<file path="src/rtl/sbl_pkg.sv">
package sbl_pkg;

    // Sequencer state: previous write enable, capture pulse, clear pulse
    typedef struct packed {
        logic we_prev;
        logic cap;
        logic clr;
    } sbl_seq_t;

endpackage

</file>
<file path="src/rtl/sbl_bit_ctr.sv">
module sbl_bit_ctr #(
    parameter int BYTE_BITS = 8
) (
    input  logic clk,
    input  logic rst,
    input  logic clr,
    input  logic step,
    output logic wrap,
    output logic whole
);
    localparam int BW = (BYTE_BITS > 1) ? $clog2(BYTE_BITS) : 1;
    localparam logic [BW-1:0] LAST = BW'(BYTE_BITS - 1);

    logic [BW-1:0] cnt_d, cnt_q;

    always_comb begin
        cnt_d = cnt_q;
        wrap  = 1'b0;
        if (clr) begin
            cnt_d = '0;
        end else if (step) begin
            if (cnt_q == LAST) begin
                cnt_d = '0;
                wrap  = 1'b1;
            end else begin
                cnt_d = cnt_q + 1'b1;
            end
        end
    end

    always_ff @(posedge clk) begin
        if (rst) cnt_q <= '0;
        else     cnt_q <= cnt_d;
    end

    assign whole = (cnt_q == '0);

    // the in-byte count never passes the last bit position
    p_bit_range_r2: assert property (@(posedge clk) disable iff (rst)
        cnt_q <= LAST);

    // a clear request leaves the in-byte count at zero
    p_bit_clear_r10: assert property (@(posedge clk) disable iff (rst)
        clr |=> whole);

endmodule

</file>
<file path="src/rtl/sbl_byte_ctr.sv">
module sbl_byte_ctr #(
    parameter int JOHN_W = 4
) (
    input  logic              clk,
    input  logic              rst,
    input  logic              clr,
    input  logic              adv,
    output logic              odd,
    output logic [JOHN_W-1:0] john,
    output logic              sat
);
    localparam logic [JOHN_W-1:0] JOHN_LAST = JOHN_W'(1) << (JOHN_W - 1);

    typedef struct packed {
        logic              odd;
        logic [JOHN_W-1:0] john;
        logic              sat;
    } byte_st_t;

    byte_st_t st_d, st_q;

    always_comb begin
        st_d = st_q;
        if (clr) begin
            st_d = '0;
        end else if (adv && !st_q.sat) begin
            if (!st_q.odd) begin
                st_d.odd = 1'b1;
            end else if (st_q.john == JOHN_LAST) begin
                st_d = '0;
                st_d.sat = 1'b1;
            end else begin
                st_d.odd  = 1'b0;
                st_d.john = {st_q.john[JOHN_W-2:0], ~st_q.john[JOHN_W-1]};
            end
        end
    end

    always_ff @(posedge clk) begin
        if (rst) st_q <= '0;
        else     st_q <= st_d;
    end

    assign odd  = st_q.odd;
    assign john = st_q.john;
    assign sat  = st_q.sat;

    logic [JOHN_W-2:0] john_edges;
    assign john_edges = st_q.john[JOHN_W-1:1] ^ st_q.john[JOHN_W-2:0];

    // Johnson state is a single contiguous run of ones
    p_john_legal_r10: assert property (@(posedge clk) disable iff (rst)
        $countones(john_edges) <= 1);

    // once saturated the count holds until cleared
    p_sat_hold_r5: assert property (@(posedge clk) disable iff (rst)
        (st_q.sat && !clr) |=> st_q.sat);

    // saturation reads with parity and Johnson at zero
    p_sat_zero_r5: assert property (@(posedge clk) disable iff (rst)
        st_q.sat |-> (!st_q.odd && st_q.john == '0));

    // clear empties the byte count
    p_byte_clear_r7: assert property (@(posedge clk) disable iff (rst)
        clr |=> (st_q == '0));

endmodule

</file>
<file path="src/rtl/sbl_seq.sv">
module sbl_seq
    import sbl_pkg::*;
(
    input  logic clk,
    input  logic rst,
    input  logic we_n,
    output logic cap,
    output logic clr
);
    sbl_seq_t sq_d, sq_q;

    always_comb begin
        sq_d         = sq_q;
        sq_d.we_prev = we_n;
        sq_d.cap     = we_n && !sq_q.we_prev;
        sq_d.clr     = sq_q.cap;
    end

    always_ff @(posedge clk) begin
        if (rst) sq_q <= '{we_prev: 1'b1, cap: 1'b0, clr: 1'b0};
        else     sq_q <= sq_d;
    end

    assign cap = sq_q.cap;
    assign clr = sq_q.clr;

    // every capture is followed by a clear on the next cycle
    p_cap_then_clr_r10: assert property (@(posedge clk) disable iff (rst)
        cap |=> clr);

    // capture and clear never overlap
    p_cap_clr_apart_r7: assert property (@(posedge clk) disable iff (rst)
        !(cap && clr));

endmodule

</file>
<file path="src/rtl/serial_len_counter.sv">
module serial_len_counter #(
    parameter int BYTE_BITS = 8,
    parameter int JOHN_W    = 4
) (
    input  logic              clk,
    input  logic              rst,
    input  logic              we_n,
    input  logic              bit_stb,
    output logic              len_odd,
    output logic [JOHN_W-1:0] len_john,
    output logic              len_sat,
    output logic              len_whole
);
    typedef struct packed {
        logic              odd;
        logic [JOHN_W-1:0] john;
        logic              sat;
        logic              whole;
    } held_t;

    logic              cap, clr;
    logic              step, wrap, whole_int;
    logic              odd_int, sat_int;
    logic [JOHN_W-1:0] john_int;
    held_t             held_d, held_q;

    sbl_seq i_seq (
        .clk (clk),
        .rst (rst),
        .we_n(we_n),
        .cap (cap),
        .clr (clr)
    );

    assign step = !we_n && bit_stb && !clr && !sat_int;

    sbl_bit_ctr #(.BYTE_BITS(BYTE_BITS)) i_bits (
        .clk  (clk),
        .rst  (rst),
        .clr  (clr),
        .step (step),
        .wrap (wrap),
        .whole(whole_int)
    );

    sbl_byte_ctr #(.JOHN_W(JOHN_W)) i_bytes (
        .clk (clk),
        .rst (rst),
        .clr (clr),
        .adv (wrap),
        .odd (odd_int),
        .john(john_int),
        .sat (sat_int)
    );

    always_comb begin
        held_d = held_q;
        if (cap) begin
            held_d.odd   = odd_int;
            held_d.john  = john_int;
            held_d.sat   = sat_int;
            held_d.whole = whole_int;
        end
    end

    always_ff @(posedge clk) begin
        if (rst) held_q <= '{odd: 1'b0, john: '0, sat: 1'b0, whole: 1'b1};
        else     held_q <= held_d;
    end

    assign len_odd   = held_q.odd;
    assign len_john  = held_q.john;
    assign len_sat   = held_q.sat;
    assign len_whole = held_q.whole;

    // held outputs move only one cycle after a capture pulse
    p_held_stable_r8: assert property (@(posedge clk) disable iff (rst)
        !cap |=> $stable(held_q));

    // a held saturated length shows no parity or Johnson bits
    p_held_sat_r5: assert property (@(posedge clk) disable iff (rst)
        len_sat |-> (!len_odd && len_john == '0 && len_whole));

    // nothing is counted while write enable is high
    p_no_count_idle_r2: assert property (@(posedge clk) disable iff (rst)
        (we_n && !clr) |=> ($stable(odd_int) && $stable(john_int) && $stable(sat_int)));

endmodule

</file>
<file path="config.mk">
export PLATFORM = sky130hd
export DESIGN_NAME = serial_len_counter
export DESIGN_NICKNAME = d
export VERILOG_FILES = /design/src/rtl/sbl_pkg.sv /design/src/rtl/sbl_bit_ctr.sv /design/src/rtl/sbl_byte_ctr.sv /design/src/rtl/sbl_seq.sv /design/src/rtl/serial_len_counter.sv
export SDC_FILE = /design/constraint.sdc
export NUM_CORES = 1
export LEC_CHECK = 0
export ABC_CLOCK_PERIOD_IN_PS = 2350
export BUFFER_PORTS_ARGS = -buffer_cell sky130_fd_sc_hd__clkbuf_2
export CORE_MARGIN = 2
export CORE_UTILIZATION = 45
export DETAILED_ROUTE_END_ITERATION = 7
export GPL_TIMING_DRIVEN = 0
export PLACE_DENSITY = 0.65
export SLEW_MARGIN = 25
export SYNTH_ARGS = -nofsm -noshare
export SYNTH_HDL_FRONTEND = slang
export SYNTH_SLANG_ARGS = --single-unit
</file>
<file path="constraint.sdc">
create_clock -name clk -period 2.35 [get_ports clk]
set_clock_uncertainty 0.2 [all_clocks]
set_input_delay 0.5875 -clock clk [delete_from_list [all_inputs] [get_ports clk]]
set_output_delay 0.5875 -clock clk [all_outputs]
set_load 0.05 [all_outputs]
</file>
==> run metrics <==
status finished, final reports clean; TritonCTS Buffers 3; pre-CTS setup slack 0.462 ns; leading area contributor after synthesis dfxtp_1; Slew Limit Fails 0; Port Buffer Count 10; Vias 509; M1 wire length around 630 µm; Power Total 0.000525 W; Crit path largest cell delay 0.35 ns; Top Layer Used met4; TNS Setup 0 ns; largest net degree at the start of global routing 12; NumNets Final 94; DR pass1 iterations 4; Final setup violation count 0; ant diodes 0; Placed Area about 820 µm²; Worst Slack Setup Final 0.639 ns; Hold Buf Count CTS 0; NetSw ~0.00012 W; Reg power frac 0.627; gpl congestion 0.717; root buf cell clkbuf_4; design area 843 µm²; Int Power 0.000402 W; Wirelength per Cell 11.9 µm; critical-path maximum fanout 2; Worst path depth 1; DR WL met3 between 60 and 70 µm; core area 1520 µm²; initial antenna violation count 0; leak pwr 0.367 nW; Ys Warns 0; critical path required time around 1.6 ns; Hold Vio Cnt, Final 0; Via-to-Cell Ratio 4.99; HP Class reg2reg; post-route minimum period 1.71 ns; clock network power share 0.317; final cycle utilization of the critical path 0.728; most frequent cells in the layout dfxtp_1, mux2i_1, clkbuf_2, nor2_1, nand2_1; gr usage total 0.148; starting density of the core 0.489; cell count after synthesis a little over 70; DR iter-0 viols 6; worst vdd ir 366 µV; wirelength, routed 1210 µm; crit path buf inv count 1; die height 44.7 µm; clk_lat worst skew 0.30 ns; #FFs+latches synth 19; I/O pin cnt 11; CTS-repair resized insts 0; crit-path cells clkbuf_2; Max-cap violations 0; Reg clk slew, reported paths 0.11 ns; TritonCTS Sinks 19; Remaining DRCs 0; WP data arrival just over 0.9 ns; max_slew headroom 0.660; total grt overflow 0; Worst Path Class, Setup reg2out; vias in the first global route 474; Final Util 0.553; syn nets a little under 80; chip width 44.7 µm; Die Area ~2000 µm²; post-synthesis sequential area ratio 0.510; hold depth 1; Worst R2R Path Depth 3; layout cells sized above 1 0.198; area grow syn2layout 13.1%; Worst Tran Pin Value 0.510 ns; Mapped Area roughly 750 µm²; number of setup buffers added after CTS 0; Pwr Density 623 nW/µm²; maximum clock frequency 0.584 GHz; combinational power share 0.056; Clock Tree Buf Depth 2; Synth top area share 0.510; H-tree levels 1; critical path's top delay family flip-flops; Distinct cells, synth 17; syn avg cell area 10.4 µm²; Switching Fraction 0.234; first-pass GRT wire length 2060 µm; met2 WL 489 µm; CP Launch Type flop; Row Count 14; commonest non-fill, non-tap cell in the layout dfxtp_1; critical path endpoint category output port; CP max-delay cell dfxtp_1; RSZ-0062 raised after global routing false; CTS tree built; Post-DRT Antenna Nets 0; hpwl dp approximately 850 µm; synth top area cells dfxtp_1, mux2i_1, ha_1, nand2_1, nor2_1
-- cell type report --
cell class                      instances  area [µm²]
Fill cell                             134         681
Sequential cell                        19         380
Multi-Input combinational cell         48         347
Timing Repair Buffer                   10        50.0
Clock buffer                            3        22.5
Tap cell                               16        20.0
Inverter                                3        11.3
Buffer                                  2        7.51
Clock inverter                          1        5.00
-- power groups by stage --
stage	Combinational (W)	Sequential, W	Clock [W]
2_1_floorplan	0.0000192	0.000338	0
3_3_place_gp	0.0000295	0.000336	0
4_1_cts	0.0000299	0.000329	0.000173
3_5_place_dp	0.0000296	0.000336	0
6_report	0.0000295	0.000329	0.000166
5_1_grt	0.0000338	0.000330	0.000186
-- stage by stage --
step           instances  hold WS, ns
3_5_place_dp          98        0.188
4_1_cts              102        0.205
6_report             102        0.202
3_3_place_gp          98        0.183
2_1_floorplan         72        0.172
5_1_grt              102        0.212
-- worst paths after layout --
path / start / endpoint / slack [ns]
worst max-delay path: len_sat$_SDFFE_PP0P_ / len_sat / 0.64
worst max register to register: i_bytes.sat$_SDFFE_PP0P_ / i_bytes.sat$_SDFFE_PP0P_ / 0.81
worst min register to register: i_seq.sq_q[2]$_SDFF_PP1_ / i_seq.cap$_SDFF_PP0_ / 0.20
worst min-delay path: i_seq.sq_q[2]$_SDFF_PP1_ / i_seq.cap$_SDFF_PP0_ / 0.20
-- layer usage --
layer | vias up | global-route usage
li1 | 270 | -
met5 | - | 0
met2 | 13 | 0.194
met4 | 0 | 0.109
met1 | 222 | 0.201
met3 | 4 | 0.0480
-- cell usage after synthesis --
cell,instances
dfxtp_1,19
mux2i_1,14
nand2_1,9
nor2_1,9
ha_1,3
inv_1,3
nor3_1,3
clkbuf_1,2
or3_1,2
a21oi_1,1
nand3_2,1
nand3b_1,1
nor3b_1,1
nor4b_1,1
nor4b_4,1
o21ai_0,1
or2_2,1
-- logic make-up (layout without fill, tap and decap cells) --
| group | count (synthesis) | in the layout | synth area share |
|---|---|---|---|
| adders and majority gates | 3 | 3 | 0.0503 |
| and+or+nand+nor | 29 | 29 | 0.213 |
| DFF | 19 | 19 | 0.510 |
| buffers and inverters | 5 | 19 | 0.0252 |
| muxes | 14 | 14 | 0.188 |
| AOI/OAI and AO/OA | 2 | 2 | 0.0134 |
Power figures use the tool's default switching activity.
